==> src/rtl/irq_msg_pkg.sv <==
package irq_msg_pkg;

    localparam int unsigned DEST_W = 8;
    localparam int unsigned EXT_W  = 24;
    localparam int unsigned VEC_W  = 8;
    localparam int unsigned TYPE_W = 3;

    // Bit positions inside the low word (software-visible layout)
    localparam int unsigned B_MASK  = 16;
    localparam int unsigned B_RQEOI = 15;
    localparam int unsigned B_WAIT  = 14;
    localparam int unsigned B_POL   = 13;
    localparam int unsigned B_DMODE = 11;

    typedef struct packed {
        logic [DEST_W-1:0] dest;
        logic [EXT_W-1:0]  ext_dest;
        logic              mask;
        logic              rq_eoi;
        logic              waiting;
        logic              act_low;
        logic              dest_logical;
        logic [TYPE_W-1:0] mtype;
        logic [VEC_W-1:0]  vector;
    } irq_entry_t;

    localparam irq_entry_t ENTRY_RST = '{
        dest:         '0,
        ext_dest:     '0,
        mask:         1'b1,
        rq_eoi:       1'b0,
        waiting:      1'b0,
        act_low:      1'b0,
        dest_logical: 1'b0,
        mtype:        '0,
        vector:       '0
    };

    function automatic logic [31:0] pack_lo(input irq_entry_t e);
        logic [31:0] w;
        w          = '0;
        w[B_MASK]  = e.mask;
        w[B_RQEOI] = e.rq_eoi;
        w[B_WAIT]  = e.waiting;
        w[B_POL]   = e.act_low;
        w[B_DMODE] = e.dest_logical;
        w[10:8]    = e.mtype;
        w[7:0]     = e.vector;
        return w;
    endfunction

    function automatic logic [31:0] pack_hi(input irq_entry_t e);
        return {e.dest, e.ext_dest};
    endfunction

endpackage

==> src/rtl/irq_msg_sync.sv <==
module irq_msg_sync #(
    parameter int unsigned WIDTH = 4
) (
    input  logic             clk,
    input  logic             rst_n,
    input  logic [WIDTH-1:0] async_i,
    output logic [WIDTH-1:0] sync_o
);

    typedef struct packed {
        logic [WIDTH-1:0] stage1;
        logic [WIDTH-1:0] stage2;
    } sync_t;

    sync_t sync_d, sync_q;

    always_comb begin
        sync_d        = sync_q;
        sync_d.stage1 = async_i;
        sync_d.stage2 = sync_q.stage1;
    end

    always_ff @(posedge clk) begin
        if (!rst_n) begin
            sync_q <= '0;
        end else begin
            sync_q <= sync_d;
        end
    end

    assign sync_o = sync_q.stage2;

endmodule

==> src/rtl/irq_msg_entry.sv <==
module irq_msg_entry
    import irq_msg_pkg::*;
#(
    parameter bit WIDE_DEST = 1'b0
) (
    input  logic        clk,
    input  logic        rst_n,
    input  logic        wr_lo,
    input  logic        wr_hi,
    input  logic [31:0] wdata,
    input  logic        sent,
    input  logic        eoi_hit,
    output irq_entry_t  entry_o
);

    irq_entry_t ent_d, ent_q;

    always_comb begin
        ent_d = ent_q;
        if (wr_lo) begin
            ent_d.mask         = wdata[B_MASK];
            ent_d.rq_eoi       = wdata[B_RQEOI];
            ent_d.act_low      = wdata[B_POL];
            ent_d.dest_logical = wdata[B_DMODE];
            ent_d.mtype        = wdata[10:8];
            ent_d.vector       = wdata[7:0];
        end
        if (wr_hi) begin
            ent_d.dest     = wdata[31:24];
            ent_d.ext_dest = WIDE_DEST ? wdata[23:0] : '0;
        end
        // Acceptance raises the flag; an EOI for this source lowers it.
        if (sent && ent_q.rq_eoi) begin
            ent_d.waiting = 1'b1;
        end else if (eoi_hit && ent_q.waiting) begin
            ent_d.waiting = 1'b0;
        end
        // Dropping the EOI option releases any stalled source.
        if (!ent_d.rq_eoi) begin
            ent_d.waiting = 1'b0;
        end
    end

    always_ff @(posedge clk) begin
        if (!rst_n) begin
            ent_q <= ENTRY_RST;
        end else begin
            ent_q <= ent_d;
        end
    end

    assign entry_o = ent_q;

endmodule

==> src/rtl/irq_msg_arb.sv <==
module irq_msg_arb #(
    parameter int unsigned N     = 4,
    parameter int unsigned IDX_W = 2
) (
    input  logic [N-1:0]     req,
    output logic [N-1:0]     grant,
    output logic [IDX_W-1:0] idx,
    output logic             any
);

    always_comb begin
        grant = '0;
        idx   = '0;
        any   = |req;
        for (int i = N - 1; i >= 0; i--) begin
            if (req[i]) begin
                grant    = '0;
                grant[i] = 1'b1;
                idx      = IDX_W'(i);
            end
        end
    end

endmodule

==> src/rtl/irq_msg_source.sv <==
module irq_msg_source
    import irq_msg_pkg::*;
#(
    parameter int unsigned NUM_SRC   = 4,
    parameter bit          WIDE_DEST = 1'b0,
    localparam int unsigned SRC_W    = (NUM_SRC > 1) ? $clog2(NUM_SRC) : 1,
    localparam int unsigned ADDR_W   = $clog2(2 * NUM_SRC)
) (
    input  logic              clk,
    input  logic              rst_n,
    input  logic              reg_wr,
    input  logic [ADDR_W-1:0] reg_addr,
    input  logic [31:0]       reg_wdata,
    output logic [31:0]       reg_rdata,
    input  logic [NUM_SRC-1:0] irq_line,
    output logic              msg_valid,
    input  logic              msg_ready,
    output logic [7:0]        msg_vector,
    output logic [2:0]        msg_type,
    output logic              msg_dest_logical,
    output logic [7:0]        msg_dest,
    output logic [23:0]       msg_ext_dest,
    output logic [SRC_W-1:0]  msg_src,
    input  logic              eoi_valid,
    input  logic [SRC_W-1:0]  eoi_src
);

    typedef struct packed {
        logic              valid;
        logic [SRC_W-1:0]  src;
        logic [VEC_W-1:0]  vector;
        logic [TYPE_W-1:0] mtype;
        logic              dlog;
        logic [DEST_W-1:0] dest;
        logic [EXT_W-1:0]  ext;
    } out_t;

    irq_entry_t         ent [NUM_SRC];
    logic [NUM_SRC-1:0] wr_lo_vec, wr_hi_vec, sent_vec, eoi_vec;
    logic [NUM_SRC-1:0] mask_vec, rq_vec, wait_vec, pol_vec;
    logic [NUM_SRC-1:0] line_sync, active_vec, elig_vec, grant_vec;
    logic [SRC_W-1:0]   pick_idx;
    logic               pick_any;
    out_t               out_d, out_q;

    irq_msg_sync #(.WIDTH(NUM_SRC)) u_sync (
        .clk     (clk),
        .rst_n   (rst_n),
        .async_i (irq_line),
        .sync_o  (line_sync)
    );

    for (genvar i = 0; i < NUM_SRC; i++) begin : g_src
        assign wr_lo_vec[i] = reg_wr && (reg_addr == ADDR_W'(2 * i));
        assign wr_hi_vec[i] = reg_wr && (reg_addr == ADDR_W'(2 * i + 1));
        assign sent_vec[i]  = out_q.valid && msg_ready && (out_q.src == SRC_W'(i));
        assign eoi_vec[i]   = eoi_valid && (eoi_src == SRC_W'(i));

        irq_msg_entry #(.WIDE_DEST(WIDE_DEST)) u_entry (
            .clk     (clk),
            .rst_n   (rst_n),
            .wr_lo   (wr_lo_vec[i]),
            .wr_hi   (wr_hi_vec[i]),
            .wdata   (reg_wdata),
            .sent    (sent_vec[i]),
            .eoi_hit (eoi_vec[i]),
            .entry_o (ent[i])
        );

        assign mask_vec[i] = ent[i].mask;
        assign rq_vec[i]   = ent[i].rq_eoi;
        assign wait_vec[i] = ent[i].waiting;
        assign pol_vec[i]  = ent[i].act_low;
    end

    assign active_vec = line_sync ^ pol_vec;
    assign elig_vec   = active_vec & ~mask_vec & ~(rq_vec & wait_vec);

    irq_msg_arb #(.N(NUM_SRC), .IDX_W(SRC_W)) u_arb (
        .req   (elig_vec),
        .grant (grant_vec),
        .idx   (pick_idx),
        .any   (pick_any)
    );

    always_comb begin
        reg_rdata = '0;
        for (int i = 0; i < NUM_SRC; i++) begin
            if (reg_addr == ADDR_W'(2 * i)) begin
                reg_rdata = pack_lo(ent[i]);
            end
            if (reg_addr == ADDR_W'(2 * i + 1)) begin
                reg_rdata = pack_hi(ent[i]);
            end
        end
    end

    always_comb begin
        out_d = out_q;
        if (out_q.valid && msg_ready) begin
            out_d.valid = 1'b0;
        end
        if (!out_q.valid && pick_any) begin
            out_d.valid  = 1'b1;
            out_d.src    = pick_idx;
            out_d.vector = ent[pick_idx].vector;
            out_d.mtype  = ent[pick_idx].mtype;
            out_d.dlog   = ent[pick_idx].dest_logical;
            out_d.dest   = ent[pick_idx].dest;
            out_d.ext    = ent[pick_idx].ext_dest;
        end
    end

    always_ff @(posedge clk) begin
        if (!rst_n) begin
            out_q <= '0;
        end else begin
            out_q <= out_d;
        end
    end

    assign msg_valid        = out_q.valid;
    assign msg_src          = out_q.src;
    assign msg_vector       = out_q.vector;
    assign msg_type         = out_q.mtype;
    assign msg_dest_logical = out_q.dlog;
    assign msg_dest         = out_q.dest;
    assign msg_ext_dest     = out_q.ext;

endmodule

==> config.mk <==
export PLATFORM = sky130hd
export DESIGN_NAME = irq_msg_source
export DESIGN_NICKNAME = d
export VERILOG_FILES = /design/src/rtl/irq_msg_pkg.sv /design/src/rtl/irq_msg_sync.sv /design/src/rtl/irq_msg_entry.sv /design/src/rtl/irq_msg_arb.sv /design/src/rtl/irq_msg_source.sv
export SDC_FILE = /design/constraint.sdc
export NUM_CORES = 1
export LEC_CHECK = 0
export BUFFER_PORTS_ARGS = -buffer_cell sky130_fd_sc_hd__buf_2
export CORE_MARGIN = 2
export CORE_UTILIZATION = 35
export DETAILED_ROUTE_END_ITERATION = 6
export SYNTH_ARGS = -nofsm -noshare
export SYNTH_HDL_FRONTEND = slang
export SYNTH_HIERARCHICAL = 1
export SYNTH_SLANG_ARGS = --single-unit
==> constraint.sdc <==
create_clock -name clk -period 5.35 [get_ports clk]
set_input_delay 0 -clock clk [delete_from_list [all_inputs] [get_ports clk]]
set_output_delay 0 -clock clk [all_outputs]
set_load 0.1 [all_outputs]
Yosys cells after proc, flatten, opt, wreduce, memory -nomap -nowiden --
Cells that the tools add are included.
Storage, ports and cells: RAM bits 0, bits in latches 0, memories kept 0, register bits 151, output and inout port bits 79, input bits 46, memory bits (read-only) 0, logic and storage cells 131
Operators by class: bitwise logic cells 7, equal/unequal tests 13, multiply operators 0, muxes and demuxes 29, magnitude comparators 1, shifts and indexed selects 0, add/subtract/negate cells 0, reduce and logical (&&, ||, !) cells 40, divide/modulo/power cells 0
Operator list (number):
- $mux W32 | 7
- $bmux W48 S2 | 1
- $mux W48 | 2
- $mux W47 | 1
- $logic_and A1 B1 Y1 | 26
- $mux W17 | 1
- $mux W1 | 13
- $and A4 B4 Y4 | 3
- $eq A3 B3 Y1 const B | 4
- $reduce_bool A2 Y1 | 5
- $eq A2 B2 Y1 const B | 4
- $mux W2 | 4
- $not A4 Y4 | 2
- $reduce_and A2 Y1 | 4
- $eq A3 B2 Y1 const B | 2
- $eq A2 B1 Y1 const B | 2
- $logic_not A2 Y1 | 2
- $reduce_or A4 Y1 | 1
- $xor A4 B4 Y4 | 1
- $eq A3 B1 Y1 const B | 1
- $ge A3 B3 Y1 const B | 1
- $logic_not A3 Y1 | 1
- $not A2 Y3 | 1
- $logic_not A1 Y1 | 1

Longest topological paths before layout --
Gate-level depths: netlist (run 1).
depth in word-level cells 12, depth in mapped cells 10, depth with buffers taken out 7

Cells and area by module --
The synthesis (run 1) kept the hierarchy.
By module, submodules not included:
- irq_msg_source | area each 4335.4 µm², seq. area each 940.9 µm², cells an instance 385, instances 1
- irq_msg_entry | area each 1051.0 µm², seq. area each 480.5 µm², cells an instance 104, instances 4
- irq_msg_sync | area each 210.2 µm², seq. area each 160.2 µm², cells an instance 16, instances 1
- irq_msg_arb | area each 58.8 µm², seq. area each 0.0 µm², cells an instance 10, instances 1

Least setup slack after synthesis (run 1) --
No wires, ideal clock.
path type register to register, start point register g_src[1].u_entry.ent_q, in the netlist g_src[1].u_entry/entry_o[12], end point register out_q, in the netlist msg_dest[0], library setup time 0.115 ns, setup slack 3.222 ns, buffers on the path 3, stages on the path, launching flop included 11, required time 5.235 ns, arrival 2.013 ns, clock period less this slack 2.128 ns, cells stage by stage dfxtp_1 > xnor2_1 > a211oi_1 > inv_1 > a21oi_1 > buf_2 > buf_4 > buf_4 > mux2i_1 > o22ai_1 > a21o_1
Between the ends: cells in the longest elaborated chain, start to end 9, elaborated cells between the ends (all ways) 11, those cells by class mux: 5; bitwise: 4; reduce/logical: 2
Ends and longest elaborated chain:
- start, declared | line irq_msg_entry.sv:16 | irq_entry_t ent_d, ent_q;
- start signal, assigned | line irq_msg_entry.sv:48 | ent_q <= ent_d;
- $xor A4 B4 Y4 | line irq_msg_source.sv:76 | assign active_vec = line_sync ^ pol_vec;
- $and A4 B4 Y4 (2 in a row) | line irq_msg_source.sv:77 | assign elig_vec = active_vec & ~mask_vec & ~(rq_vec & wait_vec);
- net elig_vec[1] | line irq_msg_source.sv:41 | logic [NUM_SRC-1:0] line_sync, active_vec, elig_vec, grant_vec;
- $mux W2 (2 in a row) | line irq_msg_arb.sv:16 | if (req[i]) begin
- net pick_idx[0] | line irq_msg_source.sv:42 | logic [SRC_W-1:0] pick_idx;
- $not A2 Y3 (not written as such) | line irq_msg_source.sv:109 | out_d.dest = ent[pick_idx].dest;
- $bmux W48 S2 | line irq_msg_source.sv:109
- $mux W48 (2 in a row)
- end signal, assigned | line irq_msg_source.sv:118 | out_q <= out_d;
- end, declared | line irq_msg_source.sv:44 | out_t out_d, out_q;
The timed path passes the listed nets, and every way through them passes these cells. The select of a mux whose other input is x is not followed. A chain may end at the register's enable or synchronous reset.

Worst setup path in the final report (run 1) --
start point register g_src[3].u_entry.ent_q, in the netlist g_src[3].u_entry/entry_o[12], end point register out_q, in the netlist msg_type[0]
Between the ends: cells in the longest elaborated chain, start to end 11, elaborated cells between the ends (all ways) 13, those cells by class mux: 7; bitwise: 4; reduce/logical: 2
Ends and longest elaborated chain:
- start, declared | line irq_msg_entry.sv:16
- start signal, assigned | line irq_msg_entry.sv:48
- $xor A4 B4 Y4 | line irq_msg_source.sv:76
- $and A4 B4 Y4 (2 in a row) | line irq_msg_source.sv:77
- net elig_vec[3] | line irq_msg_source.sv:41
- $mux W2 (4 in a row) | line irq_msg_arb.sv:16
- net pick_idx[0] | line irq_msg_source.sv:42
- $not A2 Y3 (not written as such) | line irq_msg_source.sv:107 | out_d.mtype = ent[pick_idx].mtype;
- $bmux W48 S2 | line irq_msg_source.sv:107
- $mux W48 (2 in a row)
The timed path passes the listed nets, and every way through them passes these cells. The select of a mux whose other input is x is not followed.

==> results.txt, run 1 <==
- Status: complete, no violations
- In the global route stage, met3 resource usage came out at 3.79%.
* Tightest Pin Transition: roughly 1100 ps
* Wire length of the first global-routing pass: ~35 mm
- In the finished design, the share of the clock period the worst path needs comes to 57.6%.
* Number of sinks handled by clock tree synthesis: approximately 150
* Vias in the first global route: 6218
- The die covers 26400 µm².
* Final-layout setup total negative slack: 0 ps
- The area growth from synthesis to layout is 12.6%.
- IO Port Bufs: roughly 110
- In the routed design, unresolved DRC markers number 0.
- Clock period minus worst slack: 3080 ps
- Longest Clk Path Bufs: 2
* Origin of the worst setup path: g_src[3].u_entry/entry_o[12]$_SDFFE_PN0P_
* Critical path launch point type: flop
* Core area: between 20000 and 25000 µm²
* Worst setup path class: reg2reg
- Floorplan die height: approximately 160 µm
- Vias per std cell: 4.80
- H-tree lvl count: 4
- Setup slack, reg-to-reg: around 2300 ps
* Cell Pwr Density: roughly 270 nW/µm²
- Number of instances in the synthesized netlist: just over 800
- The congestion estimate from routability-driven global placement came to about 0.74.
- Peak clock frequency supported by timing: 0.324 GHz
* Endpoint of the worst-slack reg-to-reg timing path: msg_type[0]$_SDFFE_PN0P_
* Endpoint class of the critical path: flop
- Pin placement for this block handled around 130 I/O pins.
- Global routing consumed, on the met2 layer, roughly 28% of the routing resources.
* Total number of cells along the worst setup path: 8
- Of all nets on the critical path, the largest fanout is 41.
- Count of pins over their slew limit: 0
* Post-layout instance area: roughly 10000 µm²
- At the worst endpoint, the required time is 5650 ps.
- Counting both buffers and inverters, the worst setup path holds a total of 1.
- Setup violations remaining at the end of the flow were counted as 0.
- Reported leakage power: between 4 and 5 nW
- Detailed Routing Iterations Pass 1: 6
- Worst R2R Start: g_src[3].u_entry/entry_o[12]$_SDFFE_PN0P_
- In this run the remaining antenna-violating nets after routing total 0.
- HPWL after detailed placement: 13.9 mm
* Most congested layer reported by global routing: met2
- Final wirelength: approximately 22 mm
* Setup repair after global routing missed its margin: false
* Via count: around 6100
- Total standard cell area after synthesis: around 8800 µm²
- WL per Instance: ~17 µm
* DR iter-0 viols: approximately 290
* Mean cell area of the mapped netlist: about 11 µm²
- The most critical setup path has its endpoint at msg_type[0]$_SDFFE_PN0P_.
* CTS root buffer: clkbuf_16
* Hold Fails Final Rpt: 0
* Class of the worst hold path: in2reg
* Critical path, cell by cell: xnor2_1 > a211oi_1 > nand2b_1 > a21oi_4 > buf_4 > mux2i_1 > o22ai_1 > a21o_1
* Crit path max-delay family: compound AO/OA/AOI/OAI gates
* Inserted Clock Buffers: 17
- For this run, the number of Yosys warnings is 6.
- The filler cells instantiated in the layout total between 2000 and 2500.
- The number of antenna violations at the first check in global routing was 1.
* CTS tree: done
- Placement row count: 57
- Layout cells sized above 1: around 22%
- Die X-Extent: between 150 and 200 µm
* Stage delay of the slowest cell on the critical path: just over 700 ps
- The tool flagged a number of max-cap violations equal to 0.
- Clock-pin slew was measured on the worst setup and hold paths at around 60 ps.
- CP max stage cell: buf_4
* R2r worst-path depth: 8
- Across the VDD grid, the largest voltage drop is around 0.14 mV.
- Area after detailed placement: approximately 9000 µm²
- Starting Density: roughly 36%
- The later pin in the worst-skew pair is clocked with a latency of ~420 ps.
- The clock arrives with around 8.3 ps of skew.
- Data arrival time at the worst-slack endpoint: roughly 3400 ps
* Inst Count DP: around 1200
- Worst relative slew slack: approximately a quarter
* Number of nets in the finished design: between 900 and 1000
- Overflow left after global routing: 0
- Global Route Usage Sum: ~17%
* Met1 usage: a little under a quarter
* Pin count of the biggest net entering global routing: just over 50
* Non-filler instance count after layout: between 1000 and 1500
report_power, final:
| part | switching (mW) | internal [mW] | leakage [nW] |
|---|---|---|---|
| clock network | 0.464 | 0.641 | 0.257 |
| registers | 0.0138 | 1.15 | 1.22 |
| logic | 0.290 | 0.134 | 2.61 |
routing by layer:
metal  up-vias  part of all wire, %
met5         -                    0
met4         0                  1.1
met3        15                  4.8
met2       114                   47
met1      2955                   47
li1       2986                    -
state kept, by name, indices dropped and copies added (netlist names):
register	cells
msg_type	3
u_sync/sync_o	4
u_sync/sync_d	4
g_src.u_entry/entry_o	96
msg_dest_logical	1
msg_vector	8
msg_valid	1
msg_ext_dest	24
msg_src	2
msg_dest	8
area by class of cell:
class                           count  area (µm²)  share of cell area (%)
Inverter                            6        22.5                   0.228
Multi-Input combinational cell    602        4960                    50.2
Sequential cell                   151        3020                    30.6
Timing Repair Buffer              150         938                    9.49
Tap cell                          324         405                    4.10
Clock buffer                       20         447                    4.52
Clock inverter                     10        82.6                   0.835
Antenna cell                        1        2.50                  0.0253
worst min-delay path, stage by stage:
cell and delay [ps]:
buf_2 100, and3_1 140, nand2b_1 100, a211oi_1 60
cells in the final DEF, fill, tap and decap left out, drive strengths merged, types with 2 or more instances in the layout:
cell type    count
inv              6
nor2b            2
xnor2            4
clkinvlp         3
mux2            16
nor3b            3
a21o            43
nand2           12
a211oi           8
conb            96
clkbuf          20
mux4            48
and2            25
nand2b           9
dlygate4sd3     32
o22ai           43
buf            118
nand3            2
mux2i          182
nor3             5
clkinv           6
nor2            96
dfxtp          151
worst min path at each step:
stage | startpoint | endpoint | slack (ps) | depth (start not counted)
6_report | eoi_src[0] | g_src[3].u_entry/entry_o[13]$_SDFFE_PN0P_ | 40 | 4
5_1_grt | eoi_src[0] | g_src[3].u_entry/entry_o[13]$_SDFFE_PN0P_ | 80 | 4
4_1_cts | eoi_src[0] | g_src[3].u_entry/entry_o[13]$_SDFFE_PN0P_ | 30 | 4
3_5_place_dp | irq_line[2] | u_sync/sync_d[2]$_SDFF_PN0_ | 210 | 2
3_3_place_gp | irq_line[2] | u_sync/sync_d[2]$_SDFF_PN0_ | 210 | 2
2_1_floorplan | rst_n | g_src[0].u_entry/entry_o[15]$_SDFFE_PN1P_ | 60 | 1
repair_timing:
item	CTS	global route
hold buffers	32	0
endpoints found under the hold margin	99	0
setup buffers	0	0
gates resized for setup	0	0
per-stage QoR:
step | hold slack, ps | util (%) | setup WS [ps] | total power [mW]
final | 38.3 | 40.4 | 2270 | 2.69
after detailed placement | 207 | 36.9 | 2270 | 1.58
after CTS | 28.8 | 40.4 | 2260 | 2.71
after global placement | 207 | 36.9 | 2300 | 1.58
after floorplan | 61.9 | - | 3340 | 1.57
after global routing | 75.4 | 40.4 | 2040 | 2.80
Note: power is estimated with default switching activity, not from simulation.
==> run 2: changes to the inputs <==
==> constraint.sdc (replaced) <==
create_clock -name clk -period 3.2 [get_ports clk]
set_input_delay 0 -clock clk [delete_from_list [all_inputs] [get_ports clk]]
set_output_delay 0 -clock clk [all_outputs]
set_load 0.1 [all_outputs]
==> results.txt, run 2 (same netlist as run 1, synthesis figures left out) <==
* Status: complete, no violations
- The wire length of the first global-routing pass came to 34.8 mm (+0.64%).
- In this run the critical register-to-register path is captured at msg_vector[1]$_SDFFE_PN0P_.
- Cell Pwr Density: 465 nW/µm² (+71%)
* Count of pins over their slew limit: 0 (unchanged)
* Worst setup path class: reg2reg
* Stage delay of the slowest cell on the critical path: 450 ps (-260 ps)
* Vias per std cell: 4.79 (-0.17%)
* Post-CTS setup buffer count: 0 (unchanged)
- Setup slack, reg-to-reg: 690 ps (-1580 ps)
- The worst setup path is captured at a flop.
- Worst Hold Margin: 236 ps (+198 ps)
- Most common cell after layout, fill and taps aside: mux2i_1
- The total DRC errors in the routed layout is 0 (unchanged).
- The final HPWL from detailed placement was 14.4 mm (+3.8%).
* Final wirelength: 21.8 mm (-0.52%)
- The number of buffers created by CTS is 17 (unchanged).
- Data arrival time at the worst-slack endpoint: 2830 ps (-560 ps)
* Destination of the worst hold path: g_src[0].u_entry/entry_o[15]$_SDFFE_PN1P_
* Detailed Routing Iterations Pass 1: 4 (-2)
- The global-route total usage across every layer is 17.0% (+0.10 points).
- Reported leakage power: 4.17 nW (+1.9%)
* Antenna violations before repair: 1 (unchanged)
* Maximum vdd drop: 0.300 mV (+110%)
* Wire length the detailed router placed on met1: 10.2 mm (about the same)
- Antenna-violating nets left: 0 (unchanged)
- Worst relative slew slack: 27.7% (+2.6 points)
- Pin count of the biggest net entering global routing: 47 (-7.8%)
- The quantity of I/O buffers inserted on ports came to 107 (unchanged).
- The startpoint identified for the worst register-to-register timing path is g_src[3].u_entry/entry_o[12]$_SDFFE_PN0P_.
* Layout Skew: 11.3 ps (+3.01 ps)
- Number of sinks handled by clock tree synthesis: 151 (unchanged)
- The number of endpoints failing setup at the final stage was 0 (unchanged).
- Full die area: 26400 µm² (unchanged)
- Vias in the first global route: 6393 (+2.8%)
* Core area: 24500 µm² (unchanged)
- H-tree lvl count: 4 (unchanged)
- The boundary pin count is 125 (unchanged).
- The die width came to 162 µm (unchanged).
- Max FFs per register: 96 (unchanged)
- The total overflow reported by the global router was 0 (unchanged).
- CP max FO: 46 (+12%)
- Clock transition at the register clock pins on the worst setup and hold paths after CTS: 60 ps (about the same)
- Critical path data required time: 3520 ps (-2130 ps)
- Number of buffers added to fix hold violations after cts: 33 (+3.1%)
* Multi-input logic area: 4960 µm² (unchanged)
- The floorplan die height came to 162 µm (unchanged).
* Clock latency at the later pin of the worst-skew pair: 430 ps (about the same)
- In the layout the commonest cells are mux2i_1, dfxtp_1, buf_2.
- Total of max-cap violations: 0 (unchanged)
- The critical path goes through xnor2_1 > a211oi_1 > nand2b_1 > a21oi_4 > buf_12 > mux2i_1 > o22ai_1 > a21o_1.
- The final total negative setup slack is 0 ps (unchanged).
- The transition at the pin with the smallest max-transition slack was 1080 ps (-36.4 ps).
- The maximum operating frequency is 0.398 GHz (+23%).
- Among all stages on the critical path, the largest delay is contributed by a211oi_1.
- Start point of the worst min-delay path: reg_wr
- The routed wire length per instance was 17.1 µm (-1.5%).
* Critical path launch point type: flop
* CTS tree: done
* Setup repair after global routing missed its margin: false
- The fraction of final layout cells sized beyond drive strength 1 is 23.3% (+0.87 points).
- CTS root buffer: clkbuf_16
- Compared with the post-synthesis result, the final layout area differs by 14.7%.
- Final worst path period share: 78.4% (+21 points)
- FF+latch area: 3020 µm² (unchanged)
- Highest layer used for signal routing: met4
- The initial cell density of the core is 35.9% (unchanged).
* Filler Cell Count: 2363 (-1.8%)
- Class of the worst hold path: in2reg
- Longest Clk Path Bufs: 2 (unchanged)
- Met3 wire len: 802 µm (-23%)
- The post-CTS resize count was 0 (unchanged).
* Number of nets in the finished design: 984 (+1.0%)
- The number of DRC violations after detailed-routing iteration 0 came to 304 (+3.4%).
* Placement row count: 57 (unchanged)
- The post-route minimum period is 2510 ps (-573 ps).
- The number of hold-slack violations in the final timing report is 0 (unchanged).
- The overall via count from detail_route is 6117 (+0.77%).
* Last weighted congestion value of the routability-driven placer: 0.775 (+5.2%)
- The detailed route wirelength on metal2 was 10.4 mm (+0.58%).
- R2r worst-path depth: 8 (unchanged)
- Hold-critical path depth: 5 (+1)
==> run 2: cell count changes in the layout (fill, tap and decap cells not counted), moves of 2 or more <==
cell        delta
clkinv_2       -2
buf_12         +4
bufinv_16      +2
buf_4          +5
clkinvlp_4     +2
==> run 2: worst max-delay path: cells and delay by family (launching register included) <==
family | cells | cell delay [ps]
AO/OA/AOI/OAI | 4 | 1100
XOR/XNOR | 1 | 130
buffers and inverters | 1 | 340
flip-flops | 1 | 330
multiplexers | 1 | 260
AND/OR/NAND/NOR | 1 | 180
==> run 2: metrics by stage <==
stage	utilization [%]	cells	power, mW	cell area, µm²	setup slack [ps]
2_1_floorplan	-	915	2.62	9130	1190
3_3_place_gp	37.4	1210	2.65	9150	806
3_5_place_dp	37.4	1210	2.66	9150	734
4_1_cts	41.2	1275	4.74	10100	732
5_1_grt	41.2	1276	4.87	10100	582
6_report	41.2	1276	4.68	10100	690
==> run 2: worst max-delay path by stage <==
stage	endpoint	depth (start not counted)	slack [ps]	from
floorplan	msg_dest[7]$_SDFFE_PN0P_	5	1190	msg_valid$_SDFFE_PN0P_
global placement	msg_type[0]$_SDFFE_PN0P_	8	810	g_src[3].u_entry/entry_o[12]$_SDFFE_PN0P_
detailed placement	msg_vector[7]$_SDFFE_PN0P_	8	730	g_src[3].u_entry/entry_o[12]$_SDFFE_PN0P_
CTS	msg_vector[7]$_SDFFE_PN0P_	8	730	g_src[3].u_entry/entry_o[12]$_SDFFE_PN0P_
global route	msg_dest[3]$_SDFFE_PN0P_	8	580	g_src[3].u_entry/entry_o[12]$_SDFFE_PN0P_
finish	msg_vector[1]$_SDFFE_PN0P_	8	690	g_src[3].u_entry/entry_o[12]$_SDFFE_PN0P_
==> run 2: final cells by class <==
class	count	share of cell area [%]
Multi-Input combinational cell	602	49.3
Tap cell	324	4.02
Timing Repair Buffer	160	10.6
Inverter	6	0.224
Sequential cell	151	30.0
Clock buffer	19	4.30
Antenna cell	1	0.0248
Clock inverter	13	1.55
==> run 2: layer usage <==
layer	vias to the layer above	global-route usage [%]
met2	121	28.5
met5	-	0
li1	2994	-
met1	2976	22.1
met3	26	3.62
met4	0	5.23
==> run 2: where the power goes <==
| part | internal, mW | leakage (nW) | total (mW) | switching [mW] |
|---|---|---|---|---|
| combinational | 0.232 | 2.67 | 0.720 | 0.487 |
| clock | 1.22 | 0.275 | 2.03 | 0.807 |
| sequential | 1.91 | 1.22 | 1.94 | 0.0235 |
| total | 3.37 | 4.17 | 4.68 | 1.32 |
==> run 3: changes to the inputs <==
==> constraint.sdc (replaced) <==
create_clock -name clk -period 2.27 [get_ports clk]
set_input_delay 0 -clock clk [delete_from_list [all_inputs] [get_ports clk]]
set_output_delay 0 -clock clk [all_outputs]
set_load 0.1 [all_outputs]
==> results.txt, run 3 (same netlist as run 1, synthesis figures left out) <==
- The flow ran to the end, and the final reports show no timing, DRC or antenna violations.
- The number of rows created at floorplan was 57 (unchanged).
- The areal power density over the cells was 645 nW/µm² (+39%).
* Critical path launch point type: flop
* Via count: 6218 (+1.7%)
* Worst setup path class: reg2reg
* IO Port Bufs: 107 (unchanged)
* Critical path data required time: 2590 ps (-930 ps)
* CP max FO: 33 (-28%)
- Post-layout instance area: 10200 µm² (+1.1%)
- The remaining antenna violation count is 0 (unchanged).
* Number of nets in the finished design: 992 (+0.81%)
* Maximum vdd drop: 0.428 mV (+43%)
- Worst R2R Start: g_src[3].u_entry/entry_o[12]$_SDFFE_PN0P_
* Wire length of the first global-routing pass: 33.7 mm (-3.1%)
- Clock transition at the register clock pins on the worst setup and hold paths after CTS: 60 ps (about the same)
- TritonCTS built the clock tree.
- Vias in the first global route: 6220 (-2.7%)
- The worst slew margin relative to its limit was 32.6% (+4.9 points).
- Leaving out fill and tap cells, the most frequent cells in the layout are mux2i_1, dfxtp_1, buf_2.
* Antenna violations before repair: 1 (unchanged)
- The maximum operating frequency came to 0.473 GHz (+19%).
- The post-route minimum period came to 2110 ps (-398 ps).
- Starting Density: 35.9% (unchanged)
* Final worst path period share: 93.1% (+15 points)
- The floorplan die height was 162 µm (unchanged).
* Die X-Extent: 162 µm (unchanged)
* Reported leakage power: 4.25 nW (+1.8%)
- The full die area is 26400 µm² (unchanged).
* Endpoint of the worst-slack reg-to-reg timing path: msg_vector[1]$_SDFFE_PN0P_
* Number of primary I/O pins: 125 (unchanged)
- Leaving out fill and tap cells, the most frequent cell in the layout is mux2i_1.
- Worst slack, placed: 72.0 ps (-662 ps)
* H-tree lvl count: 4 (unchanged)
* Setup repair after global routing missed its margin: true
- Hold Fails Final Rpt: 0 (unchanged)
- For hold timing, the worst endpoint is g_src[3].u_entry/entry_o[13]$_SDFFE_PN0P_.
- Area after detailed placement: 9260 µm² (+1.2%)
* Count of pins over their slew limit: 0 (unchanged)
* Power, Total: 6.57 mW (+40%)
- Final-layout setup total negative slack: 0 ps (unchanged)
- Finish-stage setup viols: 0 (unchanged)
- Number of sinks handled by clock tree synthesis: 151 (unchanged)
* Tightest Pin Transition: 1010 ps (-73.3 ps)
- The minimum setup slack in the final design is 158 ps (-532 ps).
- The final weighted congestion in routability-driven placement was 0.765 (-1.4%).
- The aggregate routed wire length is 21.7 mm (-0.10%).
* Layout cells sized above 1: 24.2% (+0.90 points)
* Pin count of the biggest net entering global routing: 55 (+17%)
- Area growth from synthesis to layout: 16.0%
- The worst setup slack for register-to-register paths is 160 ps (-530 ps).
* Vias per std cell: 4.85 (+1.2%)
* Endpoint class of the critical path: flop
- Layout Skew: 7.21 ps (-4.09 ps)
* Post-layout util: 41.6% (+0.46 points)
- Detailed Routing Iterations Pass 1: 4 (unchanged)
- The number of DRC violations after detailed-routing iteration 0 is 266 (-13%).
- The total overflow reported by the global router came to 0 (unchanged).
* Start point of the worst min-delay path: eoi_src[0]
- Number of DRC violations after detailed routing: 0 (unchanged)
- WL per Instance: 17.0 µm (-0.57%)
* Longest Clk Path Bufs: 2 (unchanged)
* Hold-critical path depth: 4 (-1)
* Post-CTS setup buffer count: 0 (unchanged)
- The area of the core was 24500 µm² (unchanged).
* Total of max-cap violations: 0 (unchanged)
- The latest clock arrival within the worst-skew pair was 420 ps (about the same).
- Inserted Clock Buffers: 17 (unchanged)
* Data arrival time at the worst-slack endpoint: 2440 ps (-390 ps)
- The global-route total usage across every layer came to 16.6% (-0.44 points).
- The path class of the tightest hold or removal check is in2reg.
- Max FFs per register: 96 (unchanged)
* CTS root buffer: clkbuf_16
* R2r worst-path depth: 8 (unchanged)
- The final HPWL from detailed placement came to 14.4 mm (-0.15%).
-- run 3: cell types whose count changed in the layout (fill, tap and decap cells not counted), sizes merged --
| cell | previous run | this run |
|---|---|---|
| bufinv | 3 | 2 |
| clkbuf | 19 | 21 |
| buf | 127 | 135 |
| clkinvlp | 5 | 2 |
-- run 3: area by class of cell --
class	instances	area, µm²
fillers	2407	14300
multi-input cells	602	4970
flip-flops and latches	151	3020
repair buffers	168	1180
clock buffers	21	480
well taps	324	405
clock inverters	9	100
inverters	6	22.5
diodes	1	2.50
-- run 3: per-stage QoR --
step,hold WS (ps),std cells
3_3_place_gp,203,1218
2_1_floorplan,61.9,915
6_report,32.6,1282
5_1_grt,77.7,1282
3_5_place_dp,201,1218
4_1_cts,25.3,1281
-- run 3: routing by layer --
metal  part of all wire, %  vias up  track usage (%)
li1                      -     3017                -
met1                    47     3057             21.8
met3                   4.4       18             3.18
met2                    48      126             28.0
met4                   1.0        0             4.63
met5                     0        -                0
-- run 3: worst max-delay path by stage --
stage | endpoint | slack (ps) | startpoint
finish | msg_vector[1]$_SDFFE_PN0P_ | 160 | g_src[3].u_entry/entry_o[12]$_SDFFE_PN0P_
global route | msg_dest[3]$_SDFFE_PN0P_ | -10 | g_src[3].u_entry/entry_o[12]$_SDFFE_PN0P_
CTS | msg_vector[1]$_SDFFE_PN0P_ | 60 | g_src[3].u_entry/entry_o[12]$_SDFFE_PN0P_
detailed placement | msg_vector[1]$_SDFFE_PN0P_ | 70 | g_src[3].u_entry/entry_o[12]$_SDFFE_PN0P_
global placement | msg_vector[1]$_SDFFE_PN0P_ | 80 | g_src[3].u_entry/entry_o[12]$_SDFFE_PN0P_
floorplan | msg_dest[7]$_SDFFE_PN0P_ | 260 | msg_valid$_SDFFE_PN0P_
-- run 3: where the power goes --
part | switching, mW | internal [mW] | total, mW
Sequential | 0.0331 | 2.70 | 2.73
Clock | 1.10 | 1.71 | 2.82
Combinational | 0.686 | 0.334 | 1.02
-- run 3: timing repair --
action / 4_1_cts / 5_1_grt
gates resized for setup: 0 / 2
setup endpoints to repair: 0 / 21
hold buffers: 33 / 0
hold endpoints to repair: 100 / 0
-- run 3: critical path, stage by stage, from the launching register on --
cell and delay [ps]:
dfxtp_1 330, xnor2_1 140, a211oi_2 310, nand2b_1 150, a21oi_4 250, buf_12 260
mux2i_1 250, o22ai_1 110, a21o_1 150
